===== config.mk =====
export PLATFORM = sky130hd
export DESIGN_NAME = legacy_route
export DESIGN_NICKNAME = d
export VERILOG_FILES = /design/src/rtl/legacy_route_pkg.sv /design/src/rtl/legacy_route_cfg.sv /design/src/rtl/legacy_route_track.sv /design/src/rtl/legacy_route_mux.sv /design/src/rtl/legacy_route.sv
export SDC_FILE = /design/constraint.sdc
export NUM_CORES = 1
export LEC_CHECK = 0
export BUFFER_PORTS_ARGS = -buffer_cell sky130_fd_sc_hd__clkbuf_2
export CAP_MARGIN = 10
export CELL_PAD_IN_SITES_DETAIL_PLACEMENT = 0
export CELL_PAD_IN_SITES_GLOBAL_PLACEMENT = 1
export CORE_MARGIN = 2
export CORE_UTILIZATION = 32
export DETAILED_ROUTE_END_ITERATION = 7
export PLACE_DENSITY_LB_ADDON = 0.1
export SLEW_MARGIN = 20
export SYNTH_ARGS = -nofsm -noshare
export SYNTH_HDL_FRONTEND = slang
export SYNTH_SLANG_ARGS = --single-unit

===== constraint.sdc =====
create_clock -name clk_i -period 0.9 [get_ports clk_i]
set_input_delay 0.045 -clock clk_i [delete_from_list [all_inputs] [get_ports clk_i]]
set_output_delay 0.045 -clock clk_i [all_outputs]
set_load 0.01 [all_outputs]

===== src/rtl/legacy_route_pkg.sv =====
package legacy_route_pkg;

  typedef enum logic [0:0] {
    SRC_TMR = 1'b0,
    SRC_RTC = 1'b1
  } legacy_src_e;

  localparam int unsigned NUM_SRC = 2;

  typedef struct packed {
    logic enter;
    logic leave;
  } mode_evt_t;

endpackage


===== src/rtl/legacy_route_cfg.sv =====
module legacy_route_cfg
  import legacy_route_pkg::*;
#(
  parameter int unsigned CFG_W    = 32,
  parameter int unsigned REPL_BIT = 1
) (
  input  logic             clk_i,
  input  logic             rst_ni,
  input  logic             we_i,
  input  logic [CFG_W-1:0] wdata_i,
  output logic [CFG_W-1:0] cfg_o,
  output logic             repl_o,
  output mode_evt_t        evt_o,
  output logic             tmr_en_o
);

  logic [CFG_W-1:0] cfg_q;
  logic [CFG_W-1:0] diff;
  logic             tmr_en_q;

  // Edges come from old-vs-new comparison on the write, not from sampling.
  assign diff      = cfg_q ^ wdata_i;
  assign evt_o.enter = we_i & diff[REPL_BIT] &  wdata_i[REPL_BIT];
  assign evt_o.leave = we_i & diff[REPL_BIT] & ~wdata_i[REPL_BIT];

  always_ff @(posedge clk_i or negedge rst_ni) begin
    if (!rst_ni) begin
      cfg_q <= '0;
    end else if (we_i) begin
      cfg_q <= wdata_i;
    end
  end

  always_ff @(posedge clk_i or negedge rst_ni) begin
    if (!rst_ni) begin
      tmr_en_q <= 1'b1;
    end else if (evt_o.enter) begin
      tmr_en_q <= 1'b0;
    end else if (evt_o.leave) begin
      tmr_en_q <= 1'b1;
    end
  end

  assign cfg_o    = cfg_q;
  assign repl_o   = cfg_q[REPL_BIT];
  assign tmr_en_o = tmr_en_q;

  AST_ENTER_STOPS_TMR: assert property (@(posedge clk_i) disable iff (!rst_ni)
    evt_o.enter |=> !tmr_en_o);
  AST_LEAVE_STARTS_TMR: assert property (@(posedge clk_i) disable iff (!rst_ni)
    evt_o.leave |=> tmr_en_o);
  AST_EN_STABLE_NO_EDGE: assert property (@(posedge clk_i) disable iff (!rst_ni)
    !(evt_o.enter || evt_o.leave) |=> $stable(tmr_en_o));
  AST_EVT_EXCLUSIVE: assert property (@(posedge clk_i) disable iff (!rst_ni)
    $onehot0({evt_o.enter, evt_o.leave}));

endmodule


===== src/rtl/legacy_route_track.sv =====
module legacy_route_track
  import legacy_route_pkg::*;
#(
  parameter bit REPLAY = 1'b0
) (
  input  logic      clk_i,
  input  logic      rst_ni,
  input  logic      src_i,
  input  logic      repl_i,
  input  mode_evt_t evt_i,
  output logic      line_o
);

  logic lvl_q;
  logic line_q;
  logic src_chg;
  logic exit_val;

  assign src_chg = src_i ^ lvl_q;

  // Source level is latched every cycle, whatever the mode.
  always_ff @(posedge clk_i or negedge rst_ni) begin
    if (!rst_ni) lvl_q <= 1'b0;
    else         lvl_q <= src_i;
  end

  generate
    if (REPLAY) begin : g_replay
      assign exit_val = lvl_q;
    end else begin : g_clear
      assign exit_val = 1'b0;
    end
  endgenerate

  always_ff @(posedge clk_i or negedge rst_ni) begin
    if (!rst_ni) begin
      line_q <= 1'b0;
    end else if (evt_i.enter) begin
      line_q <= 1'b0;
    end else if (evt_i.leave) begin
      line_q <= exit_val;
    end else if (!repl_i && src_chg) begin
      line_q <= src_i;
    end
  end

  assign line_o = line_q;

  AST_ENTER_CLEARS: assert property (@(posedge clk_i) disable iff (!rst_ni)
    evt_i.enter |=> !line_o);
  AST_LEAVE_VALUE: assert property (@(posedge clk_i) disable iff (!rst_ni)
    evt_i.leave |=> line_o == (REPLAY ? $past(lvl_q) : 1'b0));
  AST_FROZEN_IN_REPL: assert property (@(posedge clk_i) disable iff (!rst_ni)
    (repl_i && !evt_i.leave) |=> $stable(line_o));
  AST_FOLLOW_SRC: assert property (@(posedge clk_i) disable iff (!rst_ni)
    (!repl_i && !evt_i.enter && !evt_i.leave && src_chg) |=> line_o == $past(src_i));

endmodule


===== src/rtl/legacy_route_mux.sv =====
module legacy_route_mux #(
  parameter int unsigned NUM_CHAN = 3,
  parameter int unsigned CH_SEL   = 0
) (
  input  logic                repl_i,
  input  logic                held_i,
  input  logic [NUM_CHAN-1:0] chan_irq_i,
  output logic                line_o
);

  logic chan_lvl;

  generate
    if (CH_SEL < NUM_CHAN) begin : g_chan
      assign chan_lvl = chan_irq_i[CH_SEL];
    end else begin : g_none
      assign chan_lvl = 1'b0;
    end
  endgenerate

  // Held level is zero while replacing, so the OR leaves only the channel.
  assign line_o = (repl_i & chan_lvl) | (~repl_i & held_i);

endmodule


===== src/rtl/legacy_route.sv =====
module legacy_route
  import legacy_route_pkg::*;
#(
  parameter int unsigned CFG_W    = 32,
  parameter int unsigned REPL_BIT = 1,
  parameter int unsigned NUM_CHAN = 3,
  parameter int unsigned CH_LINE0 = 0,
  parameter int unsigned CH_LINE8 = 1
) (
  input  logic                clk_i,
  input  logic                rst_ni,
  input  logic                cfg_we_i,
  input  logic [CFG_W-1:0]    cfg_wdata_i,
  output logic [CFG_W-1:0]    cfg_o,
  input  logic [NUM_SRC-1:0]  legacy_irq_i,
  input  logic [NUM_CHAN-1:0] chan_irq_i,
  output logic                line0_o,
  output logic                line8_o,
  output logic                tmr_en_o
);

  localparam int unsigned NUM_LINES = NUM_SRC;

  logic                 repl;
  mode_evt_t            evt;
  logic [NUM_LINES-1:0] held;
  logic [NUM_LINES-1:0] line;

  legacy_route_cfg #(
    .CFG_W    (CFG_W),
    .REPL_BIT (REPL_BIT)
  ) u_cfg (
    .clk_i    (clk_i),
    .rst_ni   (rst_ni),
    .we_i     (cfg_we_i),
    .wdata_i  (cfg_wdata_i),
    .cfg_o    (cfg_o),
    .repl_o   (repl),
    .evt_o    (evt),
    .tmr_en_o (tmr_en_o)
  );

  for (genvar s = 0; s < NUM_LINES; s++) begin : g_line
    localparam bit          IS_RTC = (s == int'(SRC_RTC));
    localparam int unsigned CH     = IS_RTC ? CH_LINE8 : CH_LINE0;

    legacy_route_track #(
      .REPLAY (IS_RTC)
    ) u_track (
      .clk_i  (clk_i),
      .rst_ni (rst_ni),
      .src_i  (legacy_irq_i[s]),
      .repl_i (repl),
      .evt_i  (evt),
      .line_o (held[s])
    );

    legacy_route_mux #(
      .NUM_CHAN (NUM_CHAN),
      .CH_SEL   (CH)
    ) u_mux (
      .repl_i     (repl),
      .held_i     (held[s]),
      .chan_irq_i (chan_irq_i),
      .line_o     (line[s])
    );
  end

  assign line0_o = line[SRC_TMR];
  assign line8_o = line[SRC_RTC];

  AST_EN_LOW_IN_REPL: assert property (@(posedge clk_i) disable iff (!rst_ni)
    repl |-> !tmr_en_o);
  AST_NO_CHAN_IN_NORMAL: assert property (@(posedge clk_i) disable iff (!rst_ni)
    (!repl && $changed(chan_irq_i) && !evt.enter && !evt.leave
      && $stable(legacy_irq_i)) |=> $stable(line0_o));

endmodule


==> run metrics, run 1 <==
Post-DP Area 2004 µm²; initial antenna violation count 0; f_max 827.7 MHz; Mapped Area 1556 µm²; total CTS buffers 5; synth unique cells 15; Pwr Density 1658 nW/µm²; CTS H-tree depth 2; Port Buf Inserts 73; via count roughly 1100; Setup CP Type flip-flop to output port; min cycle time layout 1.208 ns; Final setup viols 6; CP Data Required Time 0.85 ns; Mapped Cells 92; Synth top cells by count 36 x dfrtp_1, 29 x mux2_4, 4 x a21oi_1, 4 x buf_6, 4 x mux2_2; largest net degree at the start of global routing 38; die width 73.74 µm; latest clock arrival within the worst-skew pair approximately 0.28 ns; dominant cell type by area after synthesis dfrtp_1; CP Data Arrival Time 1.16 ns; Post-synth EDFFs 0; Longest Clk Path Bufs 2; critical path startpoint category flip-flop; failing checks negative setup slack; Avg Cell Area, Syn 16.92 µm²; commonest register cell after synthesis dfrtp_1; Crit. End Element output port; Seq cells post-synth 37; CTS root buf clkbuf_8; ANT nets after route 0; Initial Util around a third; clk_skew 0.0002604 ns; Die Ht approximately 74 µm; max incr delay on CP roughly 0.44 ns; total gr overflow 0; GP Congestion 0.7651; number of antenna diodes 0; Slew HR approximately 87%; Detailed Route Iter0 Violations 28; worst min path class input port to flip-flop; WL/cell around 14 µm; routed vias/inst 4.395; fin crit share 134.2%; asr flop ratio synth 100.0%; DRC 0; CTS tree built; status finished, violations left; # rows 25; critical path, cell by cell mux2_4 > buf_6; Hold Slack approximately 0.0097 ns; fraction of layout cells with a size suffix above 1 approximately three fifths; Synth Net Count 132; Area contributors post-synth dfrtp_1 58%, mux2_4 28%, buf_6 2.9%; register area share after synthesis 59.57%; vias in the first global route 1176; number of max-cap violations 0; gr usage total approximately 14%; IO Count 75; P_leak 1.288 nW; Core Region 4692 µm²; Slowest-stage cell, CP dfrtp_2; Synth top area share between 50% and 60%; Clk pin slew, worst setup/hold paths 0.07 ns; Worst Max-Slew Pin Slew 0.1987 ns; Pre-antenna DRT Iters 3; Final #Nets 246; clock sink total 37; Syn-to-layout area delta 60.37%; final setup margin -0.3081 ns; total negative slack -1.010 ns; final hold vios 0; Seq. cell area 928.4 µm²; overall power 0.004140 W; CP max FO 4; Yosys Warn Count 0; count leader, synth dfrtp_1; first-pass GRT wire length 5533 µm; Slew Viols, Final 0; Post-Route WL about 3600 µm; cell area after layout ~2500 µm²; unrepaired setup endpoints after global routing yes; filler instances 400; area occupied by multi-input gates 585.6 µm²; maximum vdd ir drop 695.3 µV; HPWL after DPL about 2300 µm; die area around 5400 µm²
[worst paths after layout]
check	startpoint	endpoint	slack [ns]	cells past startpoint
hold reg to reg	u_cfg.cfg_o[7]	u_cfg.cfg_o[7]	0.51	1
hold / removal	cfg_wdata_i[8]	u_cfg.cfg_o[8]	0.01	2
setup / recovery	u_cfg.cfg_o[1]	line8_o	-0.31	2
max in group asynchronous	rst_ni	u_cfg.tmr_en_o	0.38	3
setup reg to reg	g_line[1].u_track.line_o	g_line[1].u_track.line_o	-0.07	3
min in group asynchronous	rst_ni	u_cfg.cfg_o[16]	0.25	3
[per-layer routing]
layer  routed length, µm  vias to the layer above  track usage, %
met5                   0                        -               0
met4                  59                        0           4.848
met3                 230                        7           4.527
met2                1805                       47           22.92
met1                1494                      547           16.25
li1                    -                      546               -
[where the power goes]
group | switching [W] | internal [W] | total [W]
Clock | 0.000573 | 0.000692 | 0.00127
Combinational | 0.000357 | 0.000577 | 0.000934
Sequential | 0.000106 | 0.00183 | 0.00194
[cells by family (layout without fill, tap and decap cells)]
kind of cell	after synthesis	in the layout	share of synthesized area (%)
flops	37	37	59.57
simple gates	4	4	1.126
buf+inv	8	123	4.100
mux	35	35	32.15
compound gates	8	8	3.055
[metrics by stage]
stage,setup slack [ns],cells,util [%]
floorplan,0.03676,92,-
global placement,-0.02213,218,42.72
detailed placement,-0.03379,218,42.72
CTS,-0.3082,260,52.24
global route,-0.3364,261,53.20
finish,-0.3081,261,53.20
[worst max-delay path, delay by kind of cell, from the launching register on]
| kind | cells | cell delay (ns) |
|---|---|---|
| mux | 1 | 0.32 |
| flops | 1 | 0.44 |
| buf+inv | 1 | 0.12 |
[layout make-up]
| cell class | count | share of cell area [%] |
|---|---|---|
| Clock buffer | 7 | 3.860 |
| Tap cell | 54 | 2.707 |
| Multi-Input combinational cell | 47 | 23.46 |
| Sequential cell | 37 | 37.19 |
| Timing Repair Buffer | 112 | 32.13 |
| Inverter | 3 | 0.4511 |
| Clock inverter | 1 | 0.2005 |
[cells in the final DEF (no fill, tap or decap), drive strengths merged]
cell,synthesis,layout
a211oi,1,1
a21oi,4,4
a221o,1,1
buf,5,10
clkbuf,0,77
clkinv,0,1
dfrtp,36,36
dfstp,1,1
dlygate4sd3,0,32
inv,3,3
mux2,33,33
mux2i,2,2
nand2,2,2
nand2b,1,1
nor2,1,1
o21ai,2,2
[repair_timing]
| item | 4_1_cts | 5_1_grt |
|---|---|---|
| hold endpoints to repair | 67 | 1 |
| pin swaps | 1 | 0 |
| setup endpoints to repair | 6 | 7 |
| hold buffers | 31 | 1 |
| resized for setup | 5 | 11 |
| setup buffers | 3 | 1 |
[state kept, by name, indices dropped and copies added (netlist names)]
register,flops
u_cfg.cfg_o,32
g_line.u_track.line_o,2
u_cfg.tmr_en_o,1
g_line.u_track.exit_val,1
g_line.u_track.lvl_q,1
Power figures use the tool's default switching activity.
==> inputs of run 2 (changes only) <==
- GPL_TIMING_DRIVEN: not set -> 1
- RECOVER_POWER: not set -> 50
==> run 2 against run 1 <==
Net effect:
- the flow still finishes with violations (negative setup slack)
- critical path depth unchanged
- global-route usage unchanged
- clock skew unchanged
- register-to-register slack about the same
- final area decreased by 1.7%
- via count decreased by 0.17%
- non-clock buffer count unchanged
- die area unchanged
- flip-flop and latch count unchanged
- routed wire length decreased by 0.75%
- worst hold slack about the same
- sequential power about the same
==> run metrics, run 2 (same netlist as run 1, synthesis figures left out) <==
status finished, violations left; failing checks negative setup slack; Slew Viols, Final 0 (unchanged); IO Count 75 (unchanged); Clk pin slew, worst setup/hold paths 0.07 ns (about the same); Worst Max-Slew Pin Slew 0.5060 ns (+0.3073 ns); fraction of layout cells with a size suffix above 1 56.52% (-4.8 points); # rows 25 (unchanged); ANT nets after route 0 (unchanged); unrepaired setup endpoints after global routing yes; CTS tree built; HPWL after DPL 2325 µm (unchanged); final setup margin -0.3080 ns (+0.0001160 ns); maximum vdd ir drop 694.9 µV (about the same); vias in the first global route 1176 (unchanged); via count 1145 (-0.17%); Hold Slack 0.009981 ns (+0.0002342 ns); CTS H-tree depth 2 (unchanged); routed vias/inst 4.387 (-0.17%); CP Data Required Time 0.85 ns (about the same); Crit. End Element output port; initial antenna violation count 0 (unchanged); total negative slack -1.010 ns (+0.0005300 ns); clock sink total 37 (unchanged); number of antenna diodes 0 (unchanged); CTS root buf clkbuf_8; first-pass GRT wire length 5533 µm (unchanged); Die Ht 73.74 µm (unchanged); Final #Nets 246 (unchanged); P_leak 1.245 nW (-3.3%); gr usage total 13.65% (unchanged); final hold vios 0 (unchanged); most common library cell in the layout ignoring fill and taps clkbuf_2; die width 73.74 µm (unchanged); Port Buf Inserts 73 (unchanged); critical path startpoint category flip-flop; max reg flops 32 (unchanged); Core Region 4692 µm² (unchanged); largest net degree at the start of global routing 38 (unchanged); total gr overflow 0 (unchanged); DRC 0 (unchanged); Longest Clk Path Bufs 2 (unchanged); CP Data Arrival Time 1.16 ns (about the same); WL/cell 13.65 µm (-0.75%); total CTS buffers 5 (unchanged); Syn-to-layout area delta 57.64%; Slew HR 66.27% (-20 points); fin util 52.29% (-0.91 points); die area 5438 µm² (unchanged); fin crit share 134.2% (about the same); Setup CP Type flip-flop to output port; min cycle time layout 1.208 ns (-0.0001160 ns); number of max-cap violations 0 (unchanged); Pre-antenna DRT Iters 3 (unchanged); most frequent cells in the layout 67 x clkbuf_2, 35 x dfrtp_1, 32 x dlygate4sd3_1; Post-Route WL 3563 µm (-0.75%); Initial Util 33.17% (unchanged); clk_skew 0.0002604 ns (unchanged); Final setup viols 6 (unchanged); GP Congestion 0.7651 (unchanged); Detailed Route Iter0 Violations 21 (-25%); CP max FO 4 (unchanged); latest clock arrival within the worst-skew pair 0.28 ns (about the same); worst min path class input port to flip-flop; f_max 827.8 MHz (about the same); Pwr Density 1670 nW/µm² (+0.70%)
run 2: cell types whose count changed in the layout (fill, tap and decap cells not counted), sizes merged:
cell / change
buf: -1
clkbuf: +1
run 2: layer usage:
layer / up-vias / global-route usage [%] / part of all wire (%)
met4: 0 / 4.848 / 1.7
met1: 545 / 16.25 / 41
li1: 546 / - / -
met2: 47 / 22.92 / 50
met3: 7 / 4.527 / 6.7
met5: - / 0 / 0
run 2: per-stage QoR:
stage                     cells  cell area [µm²]  total power (W)  worst slack, ns
after detailed placement    218             2004         0.002728         -0.03379
after global placement      218             2004         0.002706         -0.02213
after floorplan              92             1556         0.002376          0.03676
after global routing        261             2454         0.004353          -0.3364
final                       261             2454         0.004098          -0.3080
after CTS                   260             2451         0.004164          -0.3082
run 2: critical path: stages, from the launching register on:
cell	delay [ns]
dfrtp_2	0.44
mux2_4	0.32
buf_6	0.12
run 2: report_power, final:
part | internal [W] | leakage (nW) | switching [W] | total (W)
Clock | 0.000692 | 0.0542 | 0.000573 | 0.00127
Sequential | 0.00183 | 0.433 | 0.000103 | 0.00194
Combinational | 0.000542 | 0.758 | 0.000353 | 0.000895
Total | 0.00307 | 1.25 | 0.00103 | 0.00410
run 2: what timing repair did:
item / CTS / global route
setup endpoints to repair: 6 / 7
hold buffers: 31 / 1
resized for setup: 5 / 11
pin swaps: 1 / 0
hold endpoints to repair: 67 / 1
buffers inserted: 3 / 1
run 2: cell type report:
| type | count | area, µm² |
|---|---|---|
| Fill cell | 408 | 2238 |
| Sequential cell | 37 | 928.4 |
| Timing Repair Buffer | 112 | 785.8 |
| Multi-Input combinational cell | 47 | 559.3 |
| Clock buffer | 7 | 96.34 |
| Tap cell | 54 | 67.56 |
| Inverter | 3 | 11.26 |
| Clock inverter | 1 | 5.005 |
run 2: path summary, 6_finish.rpt:
kind / start / endpoint / slack [ns] / cells past startpoint
min reg2reg: u_cfg.cfg_o[18] / u_cfg.cfg_o[18] / 0.49 / 1
max in group asynchronous: rst_ni / u_cfg.cfg_o[1] / 0.14 / 3
max: u_cfg.cfg_o[1] / line8_o / -0.31 / 2
min in group asynchronous: rst_ni / u_cfg.cfg_o[17] / 0.37 / 3
max reg2reg: g_line[1].u_track.line_o / g_line[1].u_track.line_o / -0.07 / 3
min: cfg_wdata_i[8] / u_cfg.cfg_o[8] / 0.01 / 2
